[config.mk]
export PLATFORM = sky130hd
export DESIGN_NAME = aop_gf_mul
export DESIGN_NICKNAME = d
export VERILOG_FILES = /design/src/rtl/aop_pkg.sv /design/src/rtl/aop_rst_sync.sv /design/src/rtl/aop_seq.sv /design/src/rtl/aop_rotator.sv /design/src/rtl/aop_accum.sv /design/src/rtl/aop_gf_mul.sv
export SDC_FILE = /design/constraint.sdc
export NUM_CORES = 1
export LEC_CHECK = 0
export BUFFER_PORTS_ARGS = -buffer_cell sky130_fd_sc_hd__clkbuf_2
export CAP_MARGIN = 20
export CORE_ASPECT_RATIO = 1.5
export CORE_MARGIN = 5
export CORE_UTILIZATION = 35
export DETAILED_ROUTE_END_ITERATION = 6
export MAX_ROUTING_LAYER = met4
export PLACE_DENSITY = 0.63
export SLEW_MARGIN = 40
export SYNTH_ARGS = -nofsm -noshare
export SYNTH_HDL_FRONTEND = slang
export SYNTH_SLANG_ARGS = --single-unit
[constraint.sdc]
create_clock -name clk -period 2.4 [get_ports clk]
set_clock_uncertainty 0.15 [all_clocks]
set_input_delay 0.24 -clock clk [delete_from_list [all_inputs] [get_ports clk]]
set_output_delay 0.24 -clock clk [all_outputs]
set_load 0.02 [all_outputs]
[src/rtl/aop_pkg.sv]
package aop_pkg;
  typedef enum logic {
    SEQ_IDLE = 1'b0,
    SEQ_RUN  = 1'b1
  } aop_seq_e;
endpackage

[src/rtl/aop_rst_sync.sv]
module aop_rst_sync (
  input  logic clk,
  input  logic rst_n,
  output logic rst_n_s
);
  logic [1:0] sync_q;

  always_ff @(posedge clk or negedge rst_n) begin
    if (!rst_n) sync_q <= 2'b00;
    else        sync_q <= {sync_q[0], 1'b1};
  end

  assign rst_n_s = sync_q[1];
endmodule

[src/rtl/aop_seq.sv]
module aop_seq
  import aop_pkg::*;
#(
  parameter int M = 4
) (
  input  logic clk,
  input  logic rst_n,
  input  logic start,
  output logic load,
  output logic step,
  output logic busy,
  output logic done
);
  localparam int W  = M + 1;
  localparam int CW = (W > 1) ? $clog2(W) : 1;
  localparam logic [CW-1:0] LAST = CW'(W - 1);

  aop_seq_e       st_q, st_d;
  logic [CW-1:0]  cnt_q, cnt_d;
  logic           done_q, done_d;
  logic           last;

  assign load = start && (st_q == SEQ_IDLE);
  assign step = (st_q == SEQ_RUN);
  assign last = step && (cnt_q == LAST);

  always_comb begin
    st_d   = st_q;
    cnt_d  = cnt_q;
    done_d = last;
    if (load) begin
      st_d  = SEQ_RUN;
      cnt_d = '0;
    end else if (step) begin
      cnt_d = cnt_q + 1'b1;
      if (last) st_d = SEQ_IDLE;
    end
  end

  always_ff @(posedge clk or negedge rst_n) begin
    if (!rst_n) begin
      st_q   <= SEQ_IDLE;
      cnt_q  <= '0;
      done_q <= 1'b0;
    end else begin
      st_q   <= st_d;
      cnt_q  <= cnt_d;
      done_q <= done_d;
    end
  end

  assign busy = step;
  assign done = done_q;
endmodule

[src/rtl/aop_rotator.sv]
module aop_rotator #(
  parameter int M = 4
) (
  input  logic         clk,
  input  logic         rst_n,
  input  logic         load,
  input  logic         step,
  input  logic [M:0]   a_in,
  input  logic [M:0]   b_in,
  output logic [M:0]   mcand,
  output logic         sel_bit
);
  localparam int W = M + 1;

  logic [M:0] mc_q, mc_d, mc_rot;
  logic [M:0] bs_q, bs_d;
  logic       en;

  for (genvar g = 0; g < W; g++) begin : g_rot
    assign mc_rot[g] = mc_q[(g + W - 1) % W];
  end

  assign en = load || step;

  always_comb begin
    mc_d = mc_q;
    bs_d = bs_q;
    if (load) begin
      mc_d = a_in;
      bs_d = b_in;
    end else if (step) begin
      mc_d = mc_rot;
      bs_d = {1'b0, bs_q[M:1]};
    end
  end

  always_ff @(posedge clk or negedge rst_n) begin
    if (!rst_n) begin
      mc_q <= '0;
      bs_q <= '0;
    end else if (en) begin
      mc_q <= mc_d;
      bs_q <= bs_d;
    end
  end

  assign mcand   = mc_q;
  assign sel_bit = bs_q[0];
endmodule

[src/rtl/aop_accum.sv]
module aop_accum #(
  parameter int M = 4
) (
  input  logic       clk,
  input  logic       rst_n,
  input  logic       load,
  input  logic       step,
  input  logic       sel_bit,
  input  logic [M:0] mcand,
  output logic [M:0] acc
);
  logic [M:0] acc_q, acc_d;
  logic       en;

  assign en = load || (step && sel_bit);

  always_comb begin
    acc_d = acc_q;
    if (load)                 acc_d = '0;
    else if (step && sel_bit) acc_d = acc_q ^ mcand;
  end

  always_ff @(posedge clk or negedge rst_n) begin
    if (!rst_n)  acc_q <= '0;
    else if (en) acc_q <= acc_d;
  end

  assign acc = acc_q;
endmodule

[src/rtl/aop_gf_mul.sv]
module aop_gf_mul #(
  parameter int M = 4
) (
  input  logic       clk,
  input  logic       rst_n,
  input  logic       start,
  input  logic [M:0] a_in,
  input  logic [M:0] b_in,
  output logic [M:0] prod,
  output logic       done,
  output logic       busy
);
  logic       rst_n_s;
  logic       load, step, sel_bit;
  logic [M:0] mcand;

  aop_rst_sync u_rst (
    .clk     (clk),
    .rst_n   (rst_n),
    .rst_n_s (rst_n_s)
  );

  aop_seq #(.M(M)) u_seq (
    .clk   (clk),
    .rst_n (rst_n_s),
    .start (start),
    .load  (load),
    .step  (step),
    .busy  (busy),
    .done  (done)
  );

  aop_rotator #(.M(M)) u_rot (
    .clk     (clk),
    .rst_n   (rst_n_s),
    .load    (load),
    .step    (step),
    .a_in    (a_in),
    .b_in    (b_in),
    .mcand   (mcand),
    .sel_bit (sel_bit)
  );

  aop_accum #(.M(M)) u_acc (
    .clk     (clk),
    .rst_n   (rst_n_s),
    .load    (load),
    .step    (step),
    .sel_bit (sel_bit),
    .mcand   (mcand),
    .acc     (prod)
  );
endmodule

### After elaboration in Yosys (flattened, before gate mapping)

Cells that the tools add are included.

* multiplexer cells: 11
* bitwise gates (word level): 2
* reductions and logical operators: 9
* equality and inequality tests: 1
* add/sub/neg operators: 1

Operators with widths (count)
* $mux 5: 6
* $mux 3: 2
* $xor 5x5->5: 1
* $reduce_and 2->1: 2
* $reduce_bool 2->1: 2
* $add 3x1->3 const B: 1
* $eq 3x3->1 const B: 1
* $logic_and 1x1->1: 3
* $mux 1: 3
* $logic_or 1x1->1: 2
* $not 1->1: 1

* output and inout bits: 7
* flip-flop bits (word level): 22
* word-level logic and storage cells: 31
* bits of input ports: 13

### Longest topological paths before layout

Gate-level depths: netlist of run 1.

* depth after elaboration: 5
* gate-level depth with buffers: 4
* mapped depth without buffers: 4

### By module

From an unflattened synthesis of run 1, not the netlist that was laid out.

* cells, all modules: 91
* area total of the unflattened synthesis: 1024.7 um^2

Modules (own cells, without submodules)
* aop_rotator: times used 1, area each 464.2 um^2, cells an instance 43
* aop_accum: times used 1, area each 271.5 um^2, cells an instance 26
* aop_seq: times used 1, area each 235.2 um^2, cells an instance 19
* aop_rst_sync: times used 1, area each 53.8 um^2, cells an instance 3

### Worst setup path before layout of run 1

OpenSTA, ideal clock, no wires.

* path type: register to register
* start point: register u_seq.st_q, in the netlist u_seq.busy
* end point: register u_seq.cnt_q[0]
* slack: 1.218 ns
* stages on the path, launching flop included: 3
* data arrival time: 0.907 ns
* period minus slack after synthesis: 1.182 ns
* cells stage by stage: dfrtp_1 -> buf_6 -> mux2_2

* word-level cells in the longest chain between the ends: 3
* elaborated cells on any way between the ends: 4
* classes of those cells: 1 x mux; 1 x bitwise; 2 x reduce/logical

RTL lines
* start: declaration: line aop_seq.sv:18 `aop_seq_e st_q, st_d;`
* start signal: assignment: line aop_seq.sv:46 `st_q <= st_d;`
* $not 1->1: line aop_seq.sv:23 `assign load = start && (st_q == SEQ_IDLE);`
* $logic_and 1x1->1: line aop_seq.sv:23
* $mux 3 or $reduce_bool 2->1 (tied branches)
* end signal: assignment: line aop_seq.sv:47 `cnt_q <= cnt_d;`
* end: declaration: line aop_seq.sv:19 `logic [CW-1:0] cnt_q, cnt_d;`

Several ways; a longest one is shown, not always the timed one.
A chain may end at the register's enable or synchronous reset.

### Worst setup path in the final report of run 1

* start point: register u_seq.st_q, in the netlist u_seq.busy
* end point: output port busy

RTL lines
* end: declaration: line aop_gf_mul.sv:11 `output logic busy`

No word-level cell between the ends.

==> reports/metrics.csv, run 1 <==
stage,metric,value,unit
worst_setup_path,reg2regPathDepth,4,
final_layout,n_antenna_cell,0,
grt,met2_usage,17.3,%
timing,slew_headroom,59.5,%
cts,cts_buffer_depth,2,
floorplanning,core_area,2710,µm²
cts,cts_htree_levels,1,
final_layout,multi_input_area,385,µm²
timing,setup_violations,0,
placement,gp_congestion,0.719,
status,outcome,"finished, final reports clean",
grt,grtUsageTotal,10.1,%
logic_synthesis,ys.warnings.count,0,
worst_setup_path,r2r_setup_slack,0.84,ns
worst_setup_path,startpoint_type,flop,
power_and_ir_drop,leakage,0.000580,µW
logic_synthesis,synthCells,87,
worst_setup_path,reg2reg_from,u_seq.busy,
grt,grt_pass1_wl,2870,µm
worst_setup_path,critPathBufInv,1,
drt,ant_nets,0,
logic_synthesis,synth_fa_ha_area_share,2.53,%
drt,dr.pass1.iters,4,
logic_synthesis,synth_flop_cell,dfrtp_1,
drt,drcViolationCount,0,
logic_synthesis,synth_mux_area_share,11.2,%
floorplanning,die_area,4020,µm²
logic_synthesis,synth_area,991,µm²
worst_setup_path,slowest_delay,0.73,ns
worst_setup_path,critPathRequiredTime,2.01,ns
logic_synthesis,synth_common_cells,"22 x dfrtp_1, 15 x nand2_1, 10 x mux2i_1",
timing,grt_setup_unrepaired,false,
grt,grt_max_degree,23,
worst_setup_path,crit_path_end_kind,output pin,
logic_synthesis,async_flop_share,100,%
logic_synthesis,synth-seq-cells,22,
worst_setup_path,crit_chain,clkbuf_2,
logic_synthesis,synth.most_common_cell,dfrtp_1,
logic_synthesis,post_synth_xor_area_fraction,2.65,%
drt,avgRoutedWirePerCell,12.8,µm
logic_synthesis,synthDistinctLibCells,21,
grt,antenna_found_initial,0,
final_layout,layout-drive-gt1-share,24.5,%
worst_setup_path,critPathMaxFanout,22,
timing,finalMaxSlewViolations,0,
power_and_ir_drop,vdd_drop_max,0.000466,V
flow_run,maxCapViolCount,0,
final_layout,nets,123,
logic_synthesis,synth_edf_count,0,
logic_synthesis,synth-compound-area-share,11.7,%
floorplanning,die_w,53.4,µm
worst_setup_path,r2r_end,u_acc.acc[3],
power_and_ir_drop,powerDensity,1160,nW/µm²
cts,cts_root_buf,clkbuf_8,
final_layout,area_growth,15.5,%
logic_synthesis,synth_sequential_area_ratio,55.6,%
floorplanning,ioPinCount,20,
logic_synthesis,syn_avg_cell_area,11.4,µm²
logic_synthesis,netlist.area_leader.share,55.6,%
min_path,worst_hold_path_type,flop to async pin,
floorplanning,die-height,75.2,µm
floorplanning,num_rows,23,
cts,post_cts_resized,0,
timing,fin_ws,0.744,ns
worst_setup_path,slowest_stage,dfrtp_1,
grt,first_global_vias,628,
logic_synthesis,synth_top_family_by_area,compound AO/OA/AOI/OAI gates,
floorplanning,start_util,36.6,%
timing,fmax,604,MHz
drt,viasPerCell,4.76,
final_layout,regArea,552,µm²
worst_setup_path,cp.arrival,1.27,ns
drt,drt_iter0_markers,15,
grt,gr-usage-met1,11.3,%
grt,grtUsageMet3,1.78,%
cts,cts_tree,done,
placement,dp_hpwl,1370,µm
logic_synthesis,synthTopCellsByArea,"dfrtp_1 56%, mux2i_1 10%, nand2_1 5.7%",
placement,place_ws,0.836,ns
grt,top_usage_layer,met2,
worst_setup_path,critPathKind,flop to output pin,
cts,path_clk_slew,0.07,ns
final_layout,fill_cells,269,
timing,hold_viol,0,
timing,tightest_slew,0.608,ns
cts,clock_latency,0.25,ns
drt,routed_wirelength,1830,µm
drt,vias,681,
logic_synthesis,synth_nets,102,
cts,numClockSinks,22,
timing,setup_tns,0,ns
timing,period_share,69.0,%
worst_setup_path,worst_path_dominant_cell_family,flip-flops,
logic_synthesis,yosys.area.top_type,dfrtp_1,
worst_setup_path,cp.depth,1,
timing,min_period,1.66,ns
logic_synthesis,synthSimpleGateAreaFrac,10.4,%
cts,cts_buffers,3,
grt,grt_overflow_total,0,
cts,postCtsSetupBuffers,0,
placement,numPortBuffers,19,
-- per-stage QoR --
stage	hold slack, ns	cells	utilization, %	power (µW)	cell area (µm²)
finish	0.0589	143	42.3	1330	1140
global route	0.104	143	42.3	1430	1140
CTS	0.104	143	42.3	1350	1140
detailed placement	-0.123	139	40.4	1140	1090
global placement	-0.124	139	40.4	1110	1090
floorplan	-0.206	87	-	1020	991
-- per-layer routing --
layer,part of all wire (%),wire length [µm]
met2,50,921
met3,4.2,76
met4,1.1,20
met5,0,0
met1,44,811
-- how the worst max path moves through the flow --
stage / start / to / slack, ns
after floorplan: u_seq.busy / u_seq.cnt_q[0] / 1.22
after global placement: u_seq.busy / u_acc.acc[3] / 0.88
after detailed placement: u_seq.busy / u_acc.acc[3] / 0.84
after CTS: u_seq.busy / busy / 0.73
after global routing: u_seq.busy / busy / 0.68
final: u_seq.busy / busy / 0.74
-- registers in the layout, summed over array words and instances (netlist names) --
name and cells:
u_seq.busy 1, u_rot.mcand 5, u_seq.done 1, u_acc.acc 5, u_rst.sync_q 2, u_rot.bs_q 5
u_seq.cnt_q 3
-- report_power, final --
part           leakage (µW)  internal, µW  switching (µW)
sequential         0.000277           514             156
combinational      0.000281           212             239
clock             0.0000216           111             101
total              0.000580           837             495
-- cells in the final DEF, fill, tap and decap left out, drive strengths merged --
master,netlist,final
dfrtp,22,22
a21boi,3,3
inv,2,2
and3,1,1
clkbuf,0,22
nand2,15,15
buf,5,1
mux2,1,1
nand4b,3,3
mux2i,10,10
a22o,3,3
conb,1,1
o31ai,1,1
xnor2,2,2
dlygate4sd3,0,1
ha,2,2
nor2,3,3
xor2,1,1
o21ai,12,12
-- cell families (layout without fill, tap and decap cells) --
family	after synthesis	after routing
buffers and inverters	7	26
and+or+nand+nor	22	22
AOI/OAI and AO/OA	19	19
muxes	11	11
other	1	1
xor gates and xnor gates	3	3
adders and majority gates	2	2
DFF	22	22
-- final cells by class --
type,count,area share (%)
multi-input combinational,58,33.7
timing repair buffer,21,9.84
tap,37,4.04
inverter,2,0.656
clock buffer,3,3.61
sequential,22,48.2
-- timing repair --
item / CTS / global route
setup endpoints to repair: 0 / 0
endpoints found under the hold margin: 2 / 0
hold buffers: 1 / 0
No activity file was read; power rests on OpenSTA's default activity.
==> inputs of run 2 (changes only) <==
Settings changed: PLACE_DENSITY 0.63 to 0.65.
Clock period 2.4 ns to 1.39 ns, I/O delays scaled along.
==> reports/metrics.csv, run 2 (synthesis gave the netlist of run 1 again) <==
stage,metric,value,unit
min_path,hold_path_depth,3,
floorplanning,num_rows,23,
cts,cts_tree,done,
timing,fmax,754,MHz
grt,antenna_found_initial,0,
drt,avgRoutedWirePerCell,12.4,µm
timing,min_period,1.33,ns
cts,path_clk_slew,0.07,ns
cts,cts_root_buf,clkbuf_8,
timing,period_share,95.5,%
cts,numClockSinks,22,
floorplanning,core_area,2710,µm²
grt,grtUsageTotal,10.4,%
timing,fin_ws,0.0631,ns
drt,viasPerCell,4.65,
drt,drt_iter0_markers,2,
final_layout,final_cell_mix,"22 x dfrtp_1, 19 x clkbuf_2, 15 x nand2_1",
timing,hold_viol,0,
power_and_ir_drop,powerDensity,2010,nW/µm²
timing,setup_tns,0,ns
placement,place_ws,0.170,ns
worst_setup_path,critPathMaxFanout,19,
floorplanning,die_w,53.4,µm
drt,ant_nets,0,
floorplanning,ioPinCount,20,
status,outcome,"finished, final reports clean",
placement,numPortBuffers,19,
final_layout,fin_cells,147,
worst_setup_path,cp.arrival,1.04,ns
cts,cts_buffers,3,
power_and_ir_drop,leakage,0.000605,µW
cts,post_cts_resized,0,
timing,finalMaxSlewViolations,0,
flow_run,maxCapViolCount,0,
grt,grt_overflow_total,0,
final_layout,layout-drive-gt1-share,26.4,%
cts,postCtsSetupBuffers,0,
final_layout,area_growth,19.7,%
floorplanning,die-height,75.2,µm
power_and_ir_drop,vdd_drop_max,0.00109,V
worst_setup_path,critPathRequiredTime,1.10,ns
cts,cts_htree_levels,1,
worst_setup_path,crit_path_end_kind,output pin,
final_layout,nets,127,
final_layout,multi_input_area,385,µm²
cts,hold_buffers,1,
worst_setup_path,reg2regPathDepth,3,
final_layout,fill_cells,290,
placement,gp_congestion,0.672,
placement,dp.cells,143,
grt,first_global_vias,701,
timing,grt_setup_unrepaired,false,
floorplanning,die_area,4020,µm²
final_layout,n_antenna_cell,0,
timing,setup_violations,0,
cts,cts_buffer_depth,2,
drt,dr.pass1.iters,4,
floorplanning,start_util,36.6,%
drt,vias,683,
cts,clock_latency,0.25,ns
drt,routed_wirelength,1830,µm
drt,drcViolationCount,0,
final_layout,mostFrequentLayoutCell,dfrtp_1,
grt,grt_max_degree,21,
grt,grt_pass1_wl,3050,µm
worst_setup_path,r2r_setup_slack,0.17,ns
placement,dp_hpwl,1410,µm
final_layout,utilization,43.8,%
worst_setup_path,critPathKind,flop to output pin,
timing,hold_ws,0.00869,ns
final_layout,regArea,551,µm²
min_path,worst_hold_path_type,input pin to flop,
worst_setup_path,startpoint_type,flop,
-- run 2: cell types whose count changed in the layout (fill, tap and decap cells not counted), sizes merged --
| cell | previous run | this run |
|---|---|---|
| buf | 1 | 5 |
-- run 2: critical path, cell delays in order, from the launching register on --
cell and delay [ns]:
dfrtp_1 0.44, buf_12 0.17, clkbuf_2 0.18
-- run 2: cell type report --
cell class / count / area share, %
Sequential cell: 22 / 46.4
Multi-Input combinational cell: 58 / 32.5
Timing Repair Buffer: 25 / 13.1
Tap cell: 37 / 3.90
Clock buffer: 3 / 3.48
Inverter: 2 / 0.633
-- run 2: path summary, 6_finish.rpt --
check,endpoint,start
worst max-delay path,busy,u_seq.busy
worst max register to register,u_acc.acc[0],u_rot.bs_q[0]
worst min-delay path,u_rot.bs_q[4],b_in[4]
worst min register to register,u_seq.cnt_q[2],u_rst.sync_q[1]
max in group asynchronous,u_rot.bs_q[2],u_rst.sync_q[1]
min in group asynchronous,u_seq.cnt_q[2],u_rst.sync_q[1]
-- run 2: power by group --
group          total (µW)  switching [µW]  leakage, µW  internal, µW
logic                 922             489     0.000305           434
registers            1090             201     0.000278           888
clock network         375             183    0.0000216           192
total                2390             872     0.000605          1510
-- run 2: stage by stage --
step / power [µW] / cell area [µm²]
after floorplan: 1760 / 991
after global placement: 1980 / 1130
after detailed placement: 2040 / 1130
after CTS: 2420 / 1190
after global routing: 2570 / 1190
final: 2390 / 1190
-- run 2: per-layer routing --
metal	track usage, %	vias to the layer above	wire [µm]
met4	3.41	0	10
li1	-	343	-
met5	-	-	0
met3	1.78	2	73
met1	12.2	327	775
met2	17.9	11	967
